<file path="config.mk">
export PLATFORM = sky130hd
export DESIGN_NAME = iommu_ctl_regs
export DESIGN_NICKNAME = d
export VERILOG_FILES = /design/src/rtl/iommu_ctl_pkg.sv /design/src/rtl/iommu_ctl_decode.sv /design/src/rtl/iommu_ctl_flush.sv /design/src/rtl/iommu_ctl_fault.sv /design/src/rtl/iommu_ctl_regs.sv
export SDC_FILE = /design/constraint.sdc
export NUM_CORES = 1
export LEC_CHECK = 0
export ABC_AREA = 1
export BUFFER_PORTS_ARGS = -buffer_cell sky130_fd_sc_hd__buf_2
export CAP_MARGIN = 20
export CORE_MARGIN = 2
export CORE_UTILIZATION = 30
export DETAILED_ROUTE_END_ITERATION = 6
export SLEW_MARGIN = 10
export SYNTH_ARGS = -nofsm -noshare
export SYNTH_HDL_FRONTEND = slang
export SYNTH_SLANG_ARGS = --single-unit
</file>
<file path="constraint.sdc">
create_clock -name clk -period 1.6 [get_ports clk]
set_clock_uncertainty 0.2 [all_clocks]
set_input_delay 0.4 -clock clk [delete_from_list [all_inputs] [get_ports clk]]
set_output_delay 0.4 -clock clk [all_outputs]
set_load 0.005 [all_outputs]
</file>
<file path="src/rtl/iommu_ctl_pkg.sv">
package iommu_ctl_pkg;
  localparam int NUM_REGS = 6;
  typedef enum int {
    IX_FLUSH = 0, IX_OOB = 1, IX_FADDR = 2, IX_STAT = 3, IX_CTRL = 4, IX_BASE = 5
  } reg_ix_e;
  localparam logic [11:0] OFS_FLUSH = 12'h184;
  localparam logic [11:0] OFS_OOB   = 12'h1AC;
  localparam logic [11:0] OFS_FADDR = 12'h380;
  localparam logic [11:0] OFS_STAT  = 12'h384;
  localparam logic [11:0] OFS_CTRL  = 12'h388;
  localparam logic [11:0] OFS_BASE  = 12'h38C;
  localparam int FLUSH_BIT = 4;
  localparam int OOB_BIT   = 28;

  function automatic logic [11:0] reg_offset(input int ix);
    case (ix)
      IX_FLUSH: reg_offset = OFS_FLUSH;
      IX_OOB:   reg_offset = OFS_OOB;
      IX_FADDR: reg_offset = OFS_FADDR;
      IX_STAT:  reg_offset = OFS_STAT;
      IX_CTRL:  reg_offset = OFS_CTRL;
      default:  reg_offset = OFS_BASE;
    endcase
  endfunction
endpackage

</file>
<file path="src/rtl/iommu_ctl_decode.sv">
module iommu_ctl_decode
  import iommu_ctl_pkg::*;
#(
  parameter int ADDR_W = 12
) (
  input  logic [ADDR_W-1:0]   addr,
  output logic [NUM_REGS-1:0] sel
);
  for (genvar i = 0; i < NUM_REGS; i++) begin : g_sel
    assign sel[i] = (addr == ADDR_W'(reg_offset(i)));
  end
endmodule

</file>
<file path="src/rtl/iommu_ctl_flush.sv">
module iommu_ctl_flush (
  input  logic clk,
  input  logic rst,
  input  logic cmd_wr,
  input  logic cmd_bit,
  output logic cmd_q,
  output logic flush_pulse
);
  always_ff @(posedge clk) begin
    if (rst) begin
      cmd_q       <= 1'b0;
      flush_pulse <= 1'b0;
    end else begin
      flush_pulse <= cmd_wr && cmd_bit && !cmd_q;
      if (cmd_wr) cmd_q <= cmd_bit;
    end
  end
endmodule

</file>
<file path="src/rtl/iommu_ctl_fault.sv">
module iommu_ctl_fault #(
  parameter int CAUSE_W = 3,
  parameter int FA_W    = 32
) (
  input  logic               clk,
  input  logic               rst,
  input  logic               accept,
  input  logic               flt_valid,
  input  logic [CAUSE_W-1:0] flt_cause,
  input  logic [FA_W-1:0]    flt_addr,
  input  logic               clr,
  output logic [CAUSE_W-1:0] status_q,
  output logic [FA_W-1:0]    addr_q,
  output logic               irq
);
  logic [CAUSE_W-1:0] base_st;
  logic [CAUSE_W-1:0] next_st;
  logic               hit;

  always_comb begin
    base_st = clr ? '0 : status_q;
    hit     = accept && flt_valid && (|flt_cause);
    next_st = base_st | (hit ? flt_cause : '0);
  end

  always_ff @(posedge clk) begin
    if (rst) begin
      status_q <= '0;
      addr_q   <= '0;
      irq      <= 1'b0;
    end else begin
      status_q <= next_st;
      irq      <= |next_st;
      if (hit && base_st == '0) addr_q <= flt_addr;
    end
  end
endmodule

</file>
<file path="src/rtl/iommu_ctl_regs.sv">
module iommu_ctl_regs
  import iommu_ctl_pkg::*;
#(
  parameter int ADDR_W  = 12,
  parameter int DATA_W  = 32,
  parameter int CAUSE_W = 3,
  parameter int FA_W    = 32
) (
  input  logic               clk,
  input  logic               rst,
  input  logic               bus_wr,
  input  logic               bus_rd,
  input  logic [ADDR_W-1:0]  bus_addr,
  input  logic [DATA_W-1:0]  bus_wdata,
  output logic [DATA_W-1:0]  bus_rdata,
  input  logic               flt_valid,
  input  logic [CAUSE_W-1:0] flt_cause,
  input  logic [FA_W-1:0]    flt_addr,
  output logic               xlat_en,
  output logic               exc_en,
  output logic               oob_en,
  output logic [DATA_W-1:0]  table_base,
  output logic               flush_pulse,
  output logic               irq
);
  logic [NUM_REGS-1:0] sel;
  logic [NUM_REGS-1:0] wsel;
  logic                flush_q;
  logic [CAUSE_W-1:0]  status_q;
  logic [FA_W-1:0]     fault_addr_q;
  logic [DATA_W-1:0]   rd_mux;

  iommu_ctl_decode #(.ADDR_W(ADDR_W)) u_dec (.addr(bus_addr), .sel(sel));
  assign wsel = bus_wr ? sel : '0;

  iommu_ctl_flush u_flush (
    .clk(clk), .rst(rst), .cmd_wr(wsel[IX_FLUSH]), .cmd_bit(bus_wdata[FLUSH_BIT]),
    .cmd_q(flush_q), .flush_pulse(flush_pulse)
  );

  iommu_ctl_fault #(.CAUSE_W(CAUSE_W), .FA_W(FA_W)) u_fault (
    .clk(clk), .rst(rst), .accept(xlat_en), .flt_valid(flt_valid),
    .flt_cause(flt_cause), .flt_addr(flt_addr),
    .clr(wsel[IX_STAT] && (bus_wdata[CAUSE_W-1:0] == '0)),
    .status_q(status_q), .addr_q(fault_addr_q), .irq(irq)
  );

  always_ff @(posedge clk) begin
    if (rst) begin
      xlat_en    <= 1'b0;
      exc_en     <= 1'b0;
      oob_en     <= 1'b0;
      table_base <= '0;
    end else begin
      if (wsel[IX_CTRL])  xlat_en    <= bus_wdata[0];
      if (wsel[IX_FADDR]) exc_en     <= bus_wdata[0];
      if (wsel[IX_OOB])   oob_en     <= bus_wdata[OOB_BIT];
      if (wsel[IX_BASE])  table_base <= bus_wdata;
    end
  end

  always_comb begin
    rd_mux = '0;
    unique case (1'b1)
      sel[IX_FLUSH]: rd_mux[FLUSH_BIT] = flush_q;
      sel[IX_OOB]:   rd_mux[OOB_BIT]   = oob_en;
      sel[IX_FADDR]: rd_mux            = DATA_W'(fault_addr_q);
      sel[IX_STAT]:  rd_mux            = DATA_W'(status_q);
      sel[IX_CTRL]:  rd_mux[0]         = xlat_en;
      sel[IX_BASE]:  rd_mux            = table_base;
      default:       rd_mux            = '0;
    endcase
  end

  always_ff @(posedge clk) begin
    if (rst)         bus_rdata <= '0;
    else if (bus_rd) bus_rdata <= rd_mux;
  end
endmodule

</file>
==> results_dict.tcl <==
set metrics [dict create \
    gp_congestion 0.7980 \
    hold_start "bus_wdata[4]" \
    grt_overflow 0 \
    internal_power_mw 3.955 \
    power.leakage_nw 3.164 \
    route.met3.wl_um 835 \
    final_common_cell "buf_2" \
    fin_total_pwr_mw 5.145 \
    clk_latency_ns 0.35 \
    ant_nets 0 \
    htreeDepth 3 \
    ff2ff_path_depth 6 \
    worst_ep_required_time_ns 1.64 \
    yosysSeqAreaShare_pct 44.72 \
    path_max_fanout 6 \
    drc 0 \
    fin_area_um2 6596 \
    combPwrFrac_pct 8.7 \
    crit_path_start "bus_addr[5]" \
    yosys_warnings 0 \
    hold_path_class "primary input to register" \
    maxCapViolCount 0 \
    critPathMaxStageDelay_ns 0.20 \
    vdd_drop_max_mv 0.4984 \
    max_freq_ghz 0.6356 \
    numPortBuffers 152 \
    finalWorstSetupSlack_ns 0.02668 \
    finalHoldViolations 0 \
    firstDrtPassIters 4 \
    dr_wl_met2_um 6704 \
    finalWirelength_um 13960 \
    pre_cts_slack_ns -0.3725 \
    crit_path_frequent_cell "nor2_4" \
    die_h_um 129.2 \
    nets 936 \
    crit_chain "buf_6 -> nor2_4 -> nand2_2 -> nor2_4 -> nand3_4 -> o31ai_4 -> buf_12 -> clkbuf_16 -> nand3_1 -> nand2_1 -> nor2_1" \
    fp.dieArea_um2 16690 \
    core_um2 15260 \
    outcome "finished clean" \
    routed.top_layer "met4" \
    die_w_um 129.2 \
    synth.cell_area_um2 4701 \
    dp_hpwl_um 10060 \
    start_util_pct 30.81 \
    track_usage_pct 16.71 \
    fillers 1626 \
    synth.distinct_cells 25 \
    critPathLaunchType "primary input" \
    vias 4714 \
    area_delta_synth_final_pct 40.32 \
    holdPathEnd "u_flush.flush_pulse$_SDFF_PP0_" \
    setup_viol 0 \
    r2r_slack_ns 0.06 \
    cts_buffers 9 \
    fin_crit_ns 1.573 \
    clk_path_buf_depth 2 \
    layout_common_cells "149 x buf_2, 108 x inv_1, 105 x dfxtp_1, 92 x nor2_1, 84 x o21ai_0" \
    rsz0062_at_grt "yes" \
    worst_slew_pin_slew_ns 0.3117 \
    dr.first_iter.drc_count 231 \
    fin_setup_tns_ns 0 \
    period_share_pct 98.33 \
    pwr-share-clk_pct 39.6 \
    endpoint_kind "register" \
    utilization_pct 43.23 \
    grt_max_degree 43 \
    critPathKind "primary input to register" \
    routedWlPerCell_um 13.11 \
    grt_pass1_wl_um 21920 \
    grt_pass1_vias 4460 \
    syn_inst 680 \
    swShare_pct 23.14 \
    power.density_nw_per_um2 780.1 \
    cts.clk_slew.worst_paths_ns 0.06 \
    drive_gt1_share_pct 30.36 \
    slew_headroom_pct 79.06 \
    ys_ff_latch 105 \
    worstReg2RegStart "u_fault.status_q[2]$_SDFF_PP0_" \
    met1_length_um 6306 \
    r2r_end "u_fault.addr_q[16]$_SDFFE_PP0P_" \
    switchingPower_mw 1.191 \
    viasPerCell 4.426 \
    num_rows 45 \
    power_frac_seq_pct 51.7 \
    hold_buffers 0 \
    cp.arrival_ns 1.61 \
    synth_nets 764 \
    dpl-instance-area_um2 6003 \
    holdPathStages 3 \
    synth.avg_cell_area_um2 6.913 \
    crit_slowest_cell "nor2_4" \
    clockRootBuffer "clkbuf_16" \
    cts_tree "yes" \
    io_pins 153 \
    antenna_found_initial 1 \
    drv_slew 0 \
    cts.sinks 105 \
]
[kinds of logic (layout without fill, tap and decap cells)]
group                  count (synthesis)  count (layout)  synth area share, %
AND/OR/NAND/NOR                      250             250                23.24
buffers and inverters                156             329                13.68
flip-flops                           105             105                44.72
other                                  0               1                    0
AO/OA/AOI/OAI                        169             169                18.37
[metal layers]
metal / vias up / GRT usage [%]
li1: 2509 / -
met5: - / 0
met3: 9 / 4.996
met1: 2088 / 21.12
met2: 108 / 28.39
met4: 0 / 3.325
[worst max-delay path, delay by kind of cell]
kind            cells  cell delay (ns)
compound gates      1             0.10
buf+inv             3             0.45
simple gates        7             0.64
[timing repair]
item                       4_1_cts  5_1_grt
gates resized for setup          5       40
setup buffers                    5        0
setup endpoints to repair        1       63
pin swaps                        4       13
gates cloned                     1        4
[power groups by stage]
stage / logic (mW) / clock network (mW) / registers, mW
6_report: 0.446 / 2.04 / 2.66
5_1_grt: 0.507 / 2.20 / 2.67
4_1_cts: 0.439 / 2.10 / 2.66
3_5_place_dp: 0.433 / 0 / 2.72
3_3_place_gp: 0.431 / 0 / 2.72
2_1_floorplan: 0.188 / 0 / 2.72
[worst max path at each step]
stage and to:
2_1_floorplan u_fault.addr_q[23]$_SDFFE_PP0P_, 3_3_place_gp u_fault.addr_q[26]$_SDFFE_PP0P_, 3_5_place_dp u_fault.addr_q[22]$_SDFFE_PP0P_, 4_1_cts u_fault.addr_q[6]$_SDFFE_PP0P_
5_1_grt u_fault.addr_q[17]$_SDFFE_PP0P_, 6_report u_fault.addr_q[16]$_SDFFE_PP0P_
[through the flow]
stage,hold slack [ns],cells
6_report,0.1195,1065
5_1_grt,0.1166,1064
4_1_cts,0.1025,1061
3_5_place_dp,0.2207,1043
3_3_place_gp,0.2354,1043
2_1_floorplan,0.2126,680
[area by class of cell]
class                           count  area, µm²  share of cell area, %
Multi-Input combinational cell    419       2133                  32.34
Inverter                          112      425.4                  6.449
Antenna cell                        1      2.502                0.03794
Tap cell                          211      264.0                  4.002
Timing Repair Buffer              205       1411                  21.40
Sequential cell                   105       2102                  31.87
Clock buffer                       11      252.7                  3.832
Clock inverter                      1      5.005                0.07587
[flip-flops by register name, summed over array words and instances (netlist names)]
| register | count |
|---|---|
| table_base | 32 |
| u_flush.flush_pulse | 1 |
| u_fault.addr_q | 32 |
| exc_en | 1 |
| bus_rdata | 32 |
| oob_en | 1 |
| u_fault.status_q | 3 |
| u_fault.irq | 1 |
| u_flush.cmd_q | 1 |
| xlat_en | 1 |
[synth_stat cells]
library cell,n,share of area (%)
o21ai_0,89,9.5
nor3b_1,1,0.16
o31ai_4,1,0.45
nand4_1,2,0.27
a31oi_1,1,0.13
nor3_1,1,0.11
nand3_4,1,0.37
nor2_2,1,0.13
buf_2,10,1.1
dfxtp_1,105,45
o21ai_1,5,0.53
nand3_1,83,8.8
clkbuf_1,22,1.8
buf_1,6,0.48
buf_6,6,1.4
or2_1,1,0.13
a21oi_1,73,7.8
nor2_1,97,7.7
inv_1,109,8.7
nand2_2,2,0.27
nand3_2,1,0.21
nor2_4,1,0.24
and2_1,1,0.13
inv_2,3,0.24
nand2_1,58,4.6
Note: power is estimated with default switching activity, not from simulation.
